[config.mk]
export PLATFORM = sky130hd
export DESIGN_NAME = alu8_core
export DESIGN_NICKNAME = d
export VERILOG_FILES = /design/src/rtl/alu8_pkg.sv /design/src/rtl/alu8_arith.sv /design/src/rtl/alu8_bitops.sv /design/src/rtl/alu8_word.sv /design/src/rtl/alu8_core.sv
export SDC_FILE = /design/constraint.sdc
export NUM_CORES = 1
export LEC_CHECK = 0
export BUFFER_PORTS_ARGS = -buffer_cell sky130_fd_sc_hd__clkbuf_2
export CELL_PAD_IN_SITES_DETAIL_PLACEMENT = 1
export CELL_PAD_IN_SITES_GLOBAL_PLACEMENT = 1
export CORE_MARGIN = 2
export CORE_UTILIZATION = 45
export CTS_BUF_LIST = sky130_fd_sc_hd__clkbuf_2
export CTS_CLUSTER_SIZE = 25
export DETAILED_ROUTE_END_ITERATION = 6
export HOLD_SLACK_MARGIN = 0.12
export PLACE_DENSITY_LB_ADDON = 0.05
export SLEW_MARGIN = 10
export SYNTH_ARGS = -nofsm -noshare
export SYNTH_HDL_FRONTEND = slang
export SYNTH_SLANG_ARGS = --single-unit
[constraint.sdc]
create_clock -name clk_i -period 13.6 [get_ports clk_i]
set_clock_uncertainty 0.2 [all_clocks]
set_input_delay 2.72 -clock clk_i [delete_from_list [all_inputs] [get_ports clk_i]]
set_output_delay 2.72 -clock clk_i [all_outputs]
set_load 0.01 [all_outputs]
[src/rtl/alu8_pkg.sv]
package alu8_pkg;
  localparam int OP_W   = 5;
  localparam int FLAG_W = 6;
  localparam int F_C = 0;
  localparam int F_Z = 1;
  localparam int F_N = 2;
  localparam int F_V = 3;
  localparam int F_S = 4;
  localparam int F_H = 5;

  typedef enum logic [OP_W-1:0] {
    OP_ADD  = 5'd0,  OP_ADC  = 5'd1,  OP_SUB  = 5'd2,  OP_SBC  = 5'd3,
    OP_AND  = 5'd4,  OP_OR   = 5'd5,  OP_XOR  = 5'd6,  OP_COM  = 5'd7,
    OP_NEG  = 5'd8,  OP_INC  = 5'd9,  OP_DEC  = 5'd10, OP_LSL  = 5'd11,
    OP_LSR  = 5'd12, OP_ROL  = 5'd13, OP_ROR  = 5'd14, OP_ASR  = 5'd15,
    OP_SWAP = 5'd16
  } op_e;

  localparam logic [FLAG_W-1:0] M_ARITH = 6'b101111;
  localparam logic [FLAG_W-1:0] M_LOGIC = 6'b001110;
  localparam logic [FLAG_W-1:0] M_SHIFT = 6'b001111;
  localparam logic [FLAG_W-1:0] M_WORD  = 6'b011111;
endpackage

[src/rtl/alu8_arith.sv]
module alu8_arith #(
  parameter int DW     = 8,
  parameter int HALF_W = 4
) (
  input  logic [DW-1:0] a_i,
  input  logic [DW-1:0] b_i,
  input  logic          cin_i,
  input  logic          sub_i,
  output logic [DW-1:0] res_o,
  output logic          c_o,
  output logic          h_o,
  output logic          v_o
);
  logic [DW-1:0]   b_eff;
  logic            cin_eff;
  logic [DW:0]     sum;
  logic [HALF_W:0] nib;

  // subtract as a + ~b + ~borrow
  assign b_eff   = sub_i ? ~b_i : b_i;
  assign cin_eff = sub_i ? ~cin_i : cin_i;
  assign sum     = {1'b0, a_i} + {1'b0, b_eff} + {{DW{1'b0}}, cin_eff};
  assign nib     = {1'b0, a_i[HALF_W-1:0]} + {1'b0, b_eff[HALF_W-1:0]}
                 + {{HALF_W{1'b0}}, cin_eff};

  assign res_o = sum[DW-1:0];
  assign c_o   = sum[DW] ^ sub_i;
  assign h_o   = nib[HALF_W] ^ sub_i;
  assign v_o   = (a_i[DW-1] == b_eff[DW-1]) && (sum[DW-1] != a_i[DW-1]);
endmodule

[src/rtl/alu8_bitops.sv]
module alu8_bitops
  import alu8_pkg::*;
#(
  parameter int DW = 8
) (
  input  op_e           op_i,
  input  logic [DW-1:0] a_i,
  input  logic [DW-1:0] b_i,
  input  logic          cin_i,
  output logic [DW-1:0] res_o,
  output logic          c_o,
  output logic          v_o
);
  localparam int HW = DW / 2;

  always_comb begin
    res_o = '0;
    c_o   = 1'b0;
    unique case (op_i)
      OP_AND:  res_o = a_i & b_i;
      OP_OR:   res_o = a_i | b_i;
      OP_XOR:  res_o = a_i ^ b_i;
      OP_COM:  begin res_o = ~a_i; c_o = 1'b1; end
      OP_LSL:  begin res_o = {a_i[DW-2:0], 1'b0};       c_o = a_i[DW-1]; end
      OP_LSR:  begin res_o = {1'b0, a_i[DW-1:1]};       c_o = a_i[0];    end
      OP_ROL:  begin res_o = {a_i[DW-2:0], cin_i};      c_o = a_i[DW-1]; end
      OP_ROR:  begin res_o = {cin_i, a_i[DW-1:1]};      c_o = a_i[0];    end
      OP_ASR:  begin res_o = {a_i[DW-1], a_i[DW-1:1]};  c_o = a_i[0];    end
      OP_SWAP: res_o = {a_i[HW-1:0], a_i[DW-1:HW]};
      default: ;
    endcase
    // shifts: V = N ^ C; logic and complement: V = 0
    v_o = (op_i inside {OP_LSL, OP_LSR, OP_ROL, OP_ROR, OP_ASR}) ? (res_o[DW-1] ^ c_o) : 1'b0;
  end
endmodule

[src/rtl/alu8_word.sv]
module alu8_word
  import alu8_pkg::*;
#(
  parameter int DW    = 8,
  parameter int IMM_W = 6
) (
  input  logic              clk_i,
  input  logic              rst_ni,
  input  logic              start_i,
  input  logic              sub_i,
  input  logic [2*DW-1:0]   pair_i,
  input  logic [IMM_W-1:0]  imm_i,
  output logic              busy_o,
  output logic              done_o,
  output logic [2*DW-1:0]   res_o,
  output logic [FLAG_W-1:0] flags_o
);
  localparam int PAD = DW + 1 - IMM_W;

  logic              busy_q, done_q, cy_q, sub_q;
  logic [DW-1:0]     lo_q, hi_q, hi_res;
  logic [DW:0]       lo_sum, imm_ext;
  logic [2*DW-1:0]   res_q;
  logic [FLAG_W-1:0] flags_q, flags_d;

  assign imm_ext = {{PAD{1'b0}}, imm_i};
  assign lo_sum  = sub_i ? ({1'b0, pair_i[DW-1:0]} - imm_ext)
                         : ({1'b0, pair_i[DW-1:0]} + imm_ext);
  assign hi_res  = sub_q ? (hi_q - {{(DW-1){1'b0}}, cy_q})
                         : (hi_q + {{(DW-1){1'b0}}, cy_q});

  always_comb begin
    flags_d      = '0;
    flags_d[F_Z] = ({hi_res, lo_q} == '0);
    flags_d[F_N] = hi_res[DW-1];
    flags_d[F_V] = sub_q ? (hi_q[DW-1] & ~hi_res[DW-1]) : (~hi_q[DW-1] & hi_res[DW-1]);
    flags_d[F_C] = sub_q ? (~hi_q[DW-1] & hi_res[DW-1]) : (hi_q[DW-1] & ~hi_res[DW-1]);
    flags_d[F_S] = flags_d[F_N] ^ flags_d[F_V];
  end

  always_ff @(posedge clk_i or negedge rst_ni) begin
    if (!rst_ni) begin
      busy_q  <= 1'b0;
      done_q  <= 1'b0;
      cy_q    <= 1'b0;
      sub_q   <= 1'b0;
      lo_q    <= '0;
      hi_q    <= '0;
      res_q   <= '0;
      flags_q <= '0;
    end else begin
      done_q <= busy_q;
      if (busy_q) begin
        busy_q  <= 1'b0;
        res_q   <= {hi_res, lo_q};
        flags_q <= flags_d;
      end else if (start_i) begin
        busy_q <= 1'b1;
        lo_q   <= lo_sum[DW-1:0];
        cy_q   <= lo_sum[DW];
        hi_q   <= pair_i[2*DW-1:DW];
        sub_q  <= sub_i;
      end
    end
  end

  assign busy_o  = busy_q;
  assign done_o  = done_q;
  assign res_o   = res_q;
  assign flags_o = flags_q;

  p_word_done_after_busy_r9: assert property (@(posedge clk_i) disable iff (!rst_ni)
    done_o |-> $past(busy_o));
  p_word_busy_single_r10: assert property (@(posedge clk_i) disable iff (!rst_ni)
    busy_o |=> !busy_o);
  p_word_done_single_r9: assert property (@(posedge clk_i) disable iff (!rst_ni)
    done_o |=> !done_o);
endmodule

[src/rtl/alu8_core.sv]
module alu8_core
  import alu8_pkg::*;
#(
  parameter int DW     = 8,
  parameter int HALF_W = 4,
  parameter int IMM_W  = 6
) (
  input  logic              clk_i,
  input  logic              rst_ni,
  input  logic [OP_W-1:0]   op_i,
  input  logic [DW-1:0]     a_i,
  input  logic [DW-1:0]     b_i,
  input  logic              carry_i,
  input  logic              zero_i,
  output logic [DW-1:0]     res_o,
  output logic [FLAG_W-1:0] flags_o,
  output logic [FLAG_W-1:0] fmask_o,
  input  logic              word_start_i,
  input  logic              word_sub_i,
  input  logic [2*DW-1:0]   word_pair_i,
  input  logic [IMM_W-1:0]  word_imm_i,
  output logic              word_busy_o,
  output logic              word_done_o,
  output logic [2*DW-1:0]   word_res_o,
  output logic [FLAG_W-1:0] word_flags_o
);
  op_e           op;
  logic [DW-1:0] ar_a, ar_b, ar_res, bt_res;
  logic          ar_cin, ar_sub, ar_c, ar_h, ar_v, bt_c, bt_v;
  logic          use_arith;
  logic          f_c, f_v, f_h, f_n, f_z;

  assign op = op_e'(op_i);

  // operand steering into the shared adder
  always_comb begin
    ar_a      = a_i;
    ar_b      = b_i;
    ar_cin    = 1'b0;
    ar_sub    = 1'b0;
    use_arith = 1'b1;
    unique case (op)
      OP_ADD: ;
      OP_ADC: ar_cin = carry_i;
      OP_SUB: ar_sub = 1'b1;
      OP_SBC: begin ar_sub = 1'b1; ar_cin = carry_i; end
      OP_NEG: begin ar_a = '0; ar_b = a_i; ar_sub = 1'b1; end
      OP_INC: ar_b = {{(DW-1){1'b0}}, 1'b1};
      OP_DEC: begin ar_b = {{(DW-1){1'b0}}, 1'b1}; ar_sub = 1'b1; end
      default: use_arith = 1'b0;
    endcase
  end

  alu8_arith #(.DW(DW), .HALF_W(HALF_W)) u_arith (
    .a_i(ar_a), .b_i(ar_b), .cin_i(ar_cin), .sub_i(ar_sub),
    .res_o(ar_res), .c_o(ar_c), .h_o(ar_h), .v_o(ar_v)
  );

  alu8_bitops #(.DW(DW)) u_bitops (
    .op_i(op), .a_i(a_i), .b_i(b_i), .cin_i(carry_i),
    .res_o(bt_res), .c_o(bt_c), .v_o(bt_v)
  );

  always_comb begin
    unique case (op)
      OP_ADD, OP_ADC, OP_SUB, OP_SBC, OP_NEG:    fmask_o = M_ARITH;
      OP_AND, OP_OR, OP_XOR, OP_INC, OP_DEC:     fmask_o = M_LOGIC;
      OP_COM, OP_LSL, OP_LSR, OP_ROL, OP_ROR,
      OP_ASR:                                    fmask_o = M_SHIFT;
      default:                                   fmask_o = '0;
    endcase
  end

  assign res_o = use_arith ? ar_res : bt_res;
  assign f_c   = use_arith ? ar_c : bt_c;
  assign f_v   = use_arith ? ar_v : bt_v;
  assign f_h   = use_arith & ar_h;
  assign f_n   = res_o[DW-1];
  // chained compare: zero only survives if the higher bytes were equal
  assign f_z   = (res_o == '0) & ((op != OP_SBC) | zero_i);

  always_comb begin
    flags_o      = '0;
    flags_o[F_C] = f_c;
    flags_o[F_Z] = f_z;
    flags_o[F_N] = f_n;
    flags_o[F_V] = f_v;
    flags_o[F_S] = f_n ^ f_v;
    flags_o[F_H] = f_h;
  end

  alu8_word #(.DW(DW), .IMM_W(IMM_W)) u_word (
    .clk_i(clk_i), .rst_ni(rst_ni), .start_i(word_start_i), .sub_i(word_sub_i),
    .pair_i(word_pair_i), .imm_i(word_imm_i), .busy_o(word_busy_o),
    .done_o(word_done_o), .res_o(word_res_o), .flags_o(word_flags_o)
  );

  p_swap_no_flags_r6: assert property (@(posedge clk_i) disable iff (!rst_ni)
    (op == OP_SWAP) |-> (fmask_o == '0));
  p_incdec_keep_carry_r5: assert property (@(posedge clk_i) disable iff (!rst_ni)
    (op inside {OP_INC, OP_DEC}) |-> !fmask_o[F_C]);
  p_logic_v_clear_r4: assert property (@(posedge clk_i) disable iff (!rst_ni)
    (op inside {OP_AND, OP_OR, OP_XOR}) |-> !flags_o[F_V]);
  p_asr_keeps_sign_r7: assert property (@(posedge clk_i) disable iff (!rst_ni)
    (op == OP_ASR) |-> (res_o[DW-1] == a_i[DW-1]));
  p_sbc_zero_chain_r2: assert property (@(posedge clk_i) disable iff (!rst_ni)
    (op == OP_SBC && !zero_i) |-> !flags_o[F_Z]);
  p_unused_op_r12: assert property (@(posedge clk_i) disable iff (!rst_ni)
    (op_i > 5'd16) |-> (fmask_o == '0 && res_o == '0));
endmodule

======== After elaboration in Yosys (flattened, before gate mapping) ========
Memory sizes are Yosys's and may differ from the RTL's.
Cells that the tools add are included.
word-level totals
  bits in registers ....................... 41
  bits in latches ......................... 0
  RAM bits ................................ 0
  ROM bits ................................ 32
  input port bits ......................... 49
  output and inout port bits .............. 44
  word-level logic and storage cells ...... 87
  memories ................................ 1
cells by class
  $add $sub $neg .......................... 8
  multipliers ............................. 0
  div/mod/pow operators ................... 0
  magnitude comparators ................... 0
  eq/ne operators ......................... 19
  shifts and indexed selects .............. 0
  mux-type cells .......................... 20
  bitwise operators ....................... 19
  reduce and logical (&&, ||, !) cells .... 12
memories
  memory            depth  width  rd ports  clocked after memory_dff  wr ports  RTL line         text
  (name not given)  16     2      1         0                         0         alu8_core.sv:65  unique case (op)
operators with widths
  operator                                             count
  case mux 8 bit (10 select lines)                     1
  equality test 5 x 4 -> 1 bit, second input constant  8
  two-way mux 8 bit                                    4
  equality test 5 x 3 -> 1 bit, second input constant  4
  zero test 16 bit                                     1
  inverter 8 bit                                       2
  case mux 8 bit (2 select lines)                      1
  two-way mux 1 bit                                    11
  equality test 5 x 2 -> 1 bit, second input constant  2
  adder 8 x 6 -> 9 bit                                 1
  adder 8 x 8 -> 9 bit                                 1
  adder 9 x 1 -> 9 bit                                 1
  two-way mux 9 bit                                    1
  subtractor 8 x 6 -> 9 bit                            1
  adder 8 x 1 -> 8 bit                                 1
  AND 8 bit                                            1
  zero test 8 bit                                      1
  bitwise OR 8 bit                                     1
  subtractor 8 x 1 -> 8 bit                            1
  bitwise XOR 8 bit                                    1
  OR reduction 7 bit                                   1
  two-way mux 6 bit                                    1
  OR reduction 2 bit                                   3
  adder 4 x 4 -> 5 bit                                 1
  17 further kinds                                     27

======== Logic depth before layout (Yosys ltp) ========
  depth in word-level cells ............... 11
  gate-level depth with buffers ........... 18

======== Modules after synthesis ========
Synthesis repeated with hierarchy kept, for this count alone.
unflattened totals
  cell total of the unflattened synthesis .. 459
  area, all modules ....................... 4139.0 µm²
modules (own cells, without submodules)
  module       instances  cells each  area each (µm²)
  alu8_word    1          220         2294.7
  alu8_bitops  1          114         839.6
  alu8_core    1          75          580.6
  alu8_arith   1          50          424.2

======== Worst setup path before layout ========
Ideal clock, no wire load.
  path kind ............................... input to output
  start ................................... input op_i[0]
  end ..................................... output flags_o[1]
  arrival ................................. 6.149 ns
  data required time ...................... 10.680 ns
  path slack .............................. 4.531 ns
  stages on the path ...................... 15
  path buffers ............................ 2
  cells stage by stage .................... ha_1 > nor2b_1 > a211o_1 > nand2_1 > clkbuf_1 > xnor2_1 > fa_1 > a21oi_1 > nor2_1 > a211oi_1 > xor2_1 > a21oi_1 > or4_1 > nor4_2 > buf_4
on the way
  longest elaborated chain between the ends .. 10
  elaborated cells on any way between the ends .. 38
  those cells by class .................... 2 x add/sub; 17 x eq/ne; 9 x mux; 4 x bitwise; 6 x reduce/logical
ends and longest elaborated chain
  item                                 RTL line          text
  from (decl)                          alu8_core.sv:10   input logic [OP_W-1:0] op_i,
  equality test 5 x 4 -> 1 bit         alu8_core.sv:42   unique case (op)
  OR reduction 2 bit (no source line)  --
  case mux 8 bit (2 select lines)      alu8_core.sv:42
  inverter 8 bit                       alu8_arith.sv:20  assign b_eff = sub_i ? ~b_i : b_i;
  two-way mux 8 bit                    alu8_arith.sv:20
  adder 8 x 8 -> 9 bit                 alu8_arith.sv:22  assign sum = {1'b0, a_i} + {1'b0, b_eff} + {{DW{1'b0}}, cin_eff};
  adder 9 x 1 -> 9 bit                 alu8_arith.sv:22
  two-way mux 8 bit (*)                alu8_core.sv:74   assign res_o = use_arith ? ar_res : bt_res;
  via res_o[5]                         alu8_core.sv:15   output logic [DW-1:0] res_o,
  zero test 8 bit (*)                  alu8_core.sv:80   assign f_z = (res_o == '0) & ((op != OP_SBC) | zero_i);
  AND 1 bit (*)                        alu8_core.sv:80
  to (decl)                            alu8_core.sv:16   output logic [FLAG_W-1:0] flags_o,
The timed path passes the listed nets; every way through them passes the cells marked *.

======== Worst setup path after layout ========
  start ................................... input op_i[0]
  end ..................................... output flags_o[1]
on the way
  longest elaborated chain between the ends .. 10
  elaborated cells on any way between the ends .. 38
  those cells by class .................... 2 x add/sub; 17 x eq/ne; 9 x mux; 4 x bitwise; 6 x reduce/logical
ends and longest elaborated chain
  item                                 RTL line
  equality test 5 x 4 -> 1 bit         alu8_core.sv:42
  OR reduction 2 bit (no source line)  --
  case mux 8 bit (2 select lines)      alu8_core.sv:42
  inverter 8 bit                       alu8_arith.sv:20
  two-way mux 8 bit                    alu8_arith.sv:20
  adder 8 x 8 -> 9 bit                 alu8_arith.sv:22
  adder 9 x 1 -> 9 bit                 alu8_arith.sv:22
  two-way mux 8 bit                    alu8_core.sv:74
  zero test 8 bit                      alu8_core.sv:80
  AND 1 bit (*)                        alu8_core.sv:80
Every way passes the cells marked *; elsewhere a longest branch is shown, timed or not.

==> results by group <==
Route
  – Via density: 5.64
  – Final wirelength: 11000 um
  – # DRC: 0
  – Initial DRC count: 178
  – WL/cell: 17.4 um
  – Via count: 3575
  – Drt first pass iters: 4
  – Antenna viol nets, final: 0

Global route
  – GR Overflow Total: 0
  – Number of global-route vias before repair: 3528
  – Initial antenna violation count: 0
  – Gr usage total: 0.243
  – First-pass GRT wire length: 17600 um
  – Largest net degree at the start of global routing: 41

Layout
  – Final instance area: 4350 um2
  – Fraction of layout cells with a size suffix above 1: 0.233
  – P&R area growth vs syn: 12.8%
  – Fill count: 1056
  – Highest-count cells in the layout ignoring fill and taps: clkbuf_2 (95), nand2_1 (47), ha_1 (43)
  – NumNets Final: 624
  – Diodes inserted: 0
  – Most common cell after layout, fill and taps aside: clkbuf_2

Setup path
  – Most used cell, CP: a21oi_1
  – Critical-path top delay cell: fa_1
  – Critical Path Start Type: input pin
  – CP Capture Type: primary output
  – Type of the worst setup path: in -> out
  – Maximum fanout along the worst path: 11
  – CP cell instances: clkbuf_2, ha_1, nor2b_1, a211o_1, nand2_1, xnor2_1, fa_1, inv_1, fa_1, nand2b_1, a21oi_1, a21o_1, a21oi_1, xor2_1, a21oi_1, nor4_2, clkbuf_2
  – Data required, critical path: 10680 ps
  – CP max stage delay: 410 ps
  – Arr. time, crit path: 6700 ps

Clock tree
  – Hold-fix buffers at CTS: 0
  – Setup repair bufs after CTS: 0
  – TritonCTS Buffers: 5
  – CTS HTree Levels: 2
  – TritonCTS clock tree: done
  – Skew-Pair Late Insertion Delay: 400 ps
  – Worst-path clk slew: 210 ps
  – Clock sinks: 40
  – Max clock buf depth: 2
  – Cts repair resizes: 0
  – Clock root cell: clkbuf_2

Die
  – Die W: 96.5 um
  – Rows: 33
  – Initial core utilization: 0.467
  – Ports: 93
  – Die height: 96.5 um
  – Core Region: 8260 um2
  – DIE AREA: 9320 um2

Synth
  – Synthesized area: 3850 um2
  – Syn avg cell area: 8.45 um2
  – Sequential share of the synthesized area: 0.260
  – Async SR Flop Fraction: 1.00
  – Synth top area cells: dfrtp_1 (26%), ha_1 (14%), mux2_2 (4.7%), nand2_1 (4.6%), xnor2_1 (4.3%)
  – Synthesis Warnings: 0
  – Post-synth top area share: 0.260
  – Synthesized flop and latch total: 40
  – Yosys cell types: 60
  – Number of synthesized flops with an enable pin: 0
  – Mapped Cells: 456
  – Synth area leader: dfrtp_1
  – Main synth FF type: dfrtp_1

Placement
  – IO Port Bufs: 90
  – Post-DP Area: 4310 um2
  – Routability cong.: 0.903
  – Hpwl dp: 8840 um

Flow run
  – Max-cap violations: 0

Power
  – Peak supply drop: 37.0 uV
  – P_leak: 2.17 nW
  – P per Cell Area: 107 nW/um2

Hold path
  – Hold WC Path Type: reg -> reg

Timing
  – # setup viols final: 0
  – Slew margin rel.: 0.333
  – Achievable Freq: 0.104 GHz
  – Hold violation count in the final report: 0
  – RSZ-0062 raised after global routing: false
  – Worst hold slack: 320 ps
  – Sum Neg Setup Slack: 0 ps
  – Fin crit share: 0.708
  – Worst slew pin tran: 1000 ps
  – Slew Viols, Final: 0
  – Minimum clock period: 9620 ps

Outcome
  – Status: complete, no violations
where the power goes:
group | switching [mW] | internal (mW)
Combinational | 0.136 | 0.106
Clock | 0.0392 | 0.0115
Sequential | 0.0220 | 0.152
area by class of cell:
class | instances | area (um2) | area share
clock buffers | 5 | 25.0 | 0.00576
clock inverters | 3 | 13.8 | 0.00317
inverters | 42 | 158 | 0.0363
multi-input cells | 346 | 2540 | 0.585
flip-flops and latches | 40 | 1000 | 0.230
well taps | 105 | 131 | 0.0302
repair buffers | 93 | 473 | 0.109
cell families (layout without fill, tap and decap cells):
group / Yosys count / after routing / share of synthesized area
XOR/XNOR: 36 / 36 / 0.0818
AO/OA/AOI/OAI: 111 / 111 / 0.194
multiplexers: 19 / 19 / 0.0546
other: 1 / 2 / 0.000973
buffers and inverters: 71 / 143 / 0.0822
flip-flops: 40 / 40 / 0.260
adder cells (fa/ha/maj): 47 / 47 / 0.160
AND/OR/NAND/NOR: 131 / 131 / 0.166
per-layer routing:
layer	GRT usage	wire length [um]	up-vias
met2	0.383	5040	102
met4	0.0434	113	0
met5	0	0	-
li1	-	-	1741
met1	0.350	5120	1722
met3	0.0481	766	10
flip-flops by register name, indices dropped and copies added (netlist names):
| register | flops |
|---|---|
| u_word.busy_o | 1 |
| u_word.cy_q | 1 |
| u_word.done_o | 1 |
| u_word.flags_o | 5 |
| u_word.hi_q | 8 |
| u_word.lo_q | 8 |
| u_word.res_o | 15 |
| u_word.sub_q | 1 |
Yosys cell counts (all sizes together) (2+ instances only):
master,count
nand2,47
ha,43
inv,41
dfrtp,40
nor2,32
a21oi,28
o21ai,25
xnor2,19
xor2,17
mux2,16
buf,15
clkbuf,14
nor3,11
and3,8
a21o,7
o211ai,7
a221oi,6
nor2b,6
a22oi,5
nand2b,5
nand3,5
a222oi,4
fa,4
nor4,4
o21a,4
a211oi,3
a221o,3
a31oi,3
mux2i,3
nor4bb,2
o21bai,2
o221ai,2
o32ai,2
critical path, delay by kind of cell:
family	cells	cell delay, ps
AOI/OAI and AO/OA	5	890
xor gates and xnor gates	2	540
adders and majority gates	3	960
buffers and inverters	3	340
and+or+nand+nor	4	1250
path summary, 6_finish.rpt:
kind	from	to	slack, ps	cells past startpoint
setup / recovery	op_i[0]	flags_o[1]	3980	17
hold / removal	u_word.hi_q[4]	u_word.hi_q[4]	320	2
setup reg to reg	u_word.busy_o	u_word.cy_q	10360	4
hold reg to reg	u_word.hi_q[4]	u_word.hi_q[4]	320	2
max in group asynchronous	rst_ni	u_word.lo_q[4]	10330	1
min in group asynchronous	rst_ni	u_word.hi_q[5]	2240	1
metrics by stage:
step	std cells	util	power (mW)	setup WS, ps
after floorplan	457	-	0.337	4530
after global placement	626	0.522	0.409	4210
after detailed placement	626	0.522	0.419	4020
after CTS	634	0.526	0.470	4000
after global routing	634	0.526	0.508	3690
final	634	0.526	0.467	3980
(Power assumes the default switching activity.)
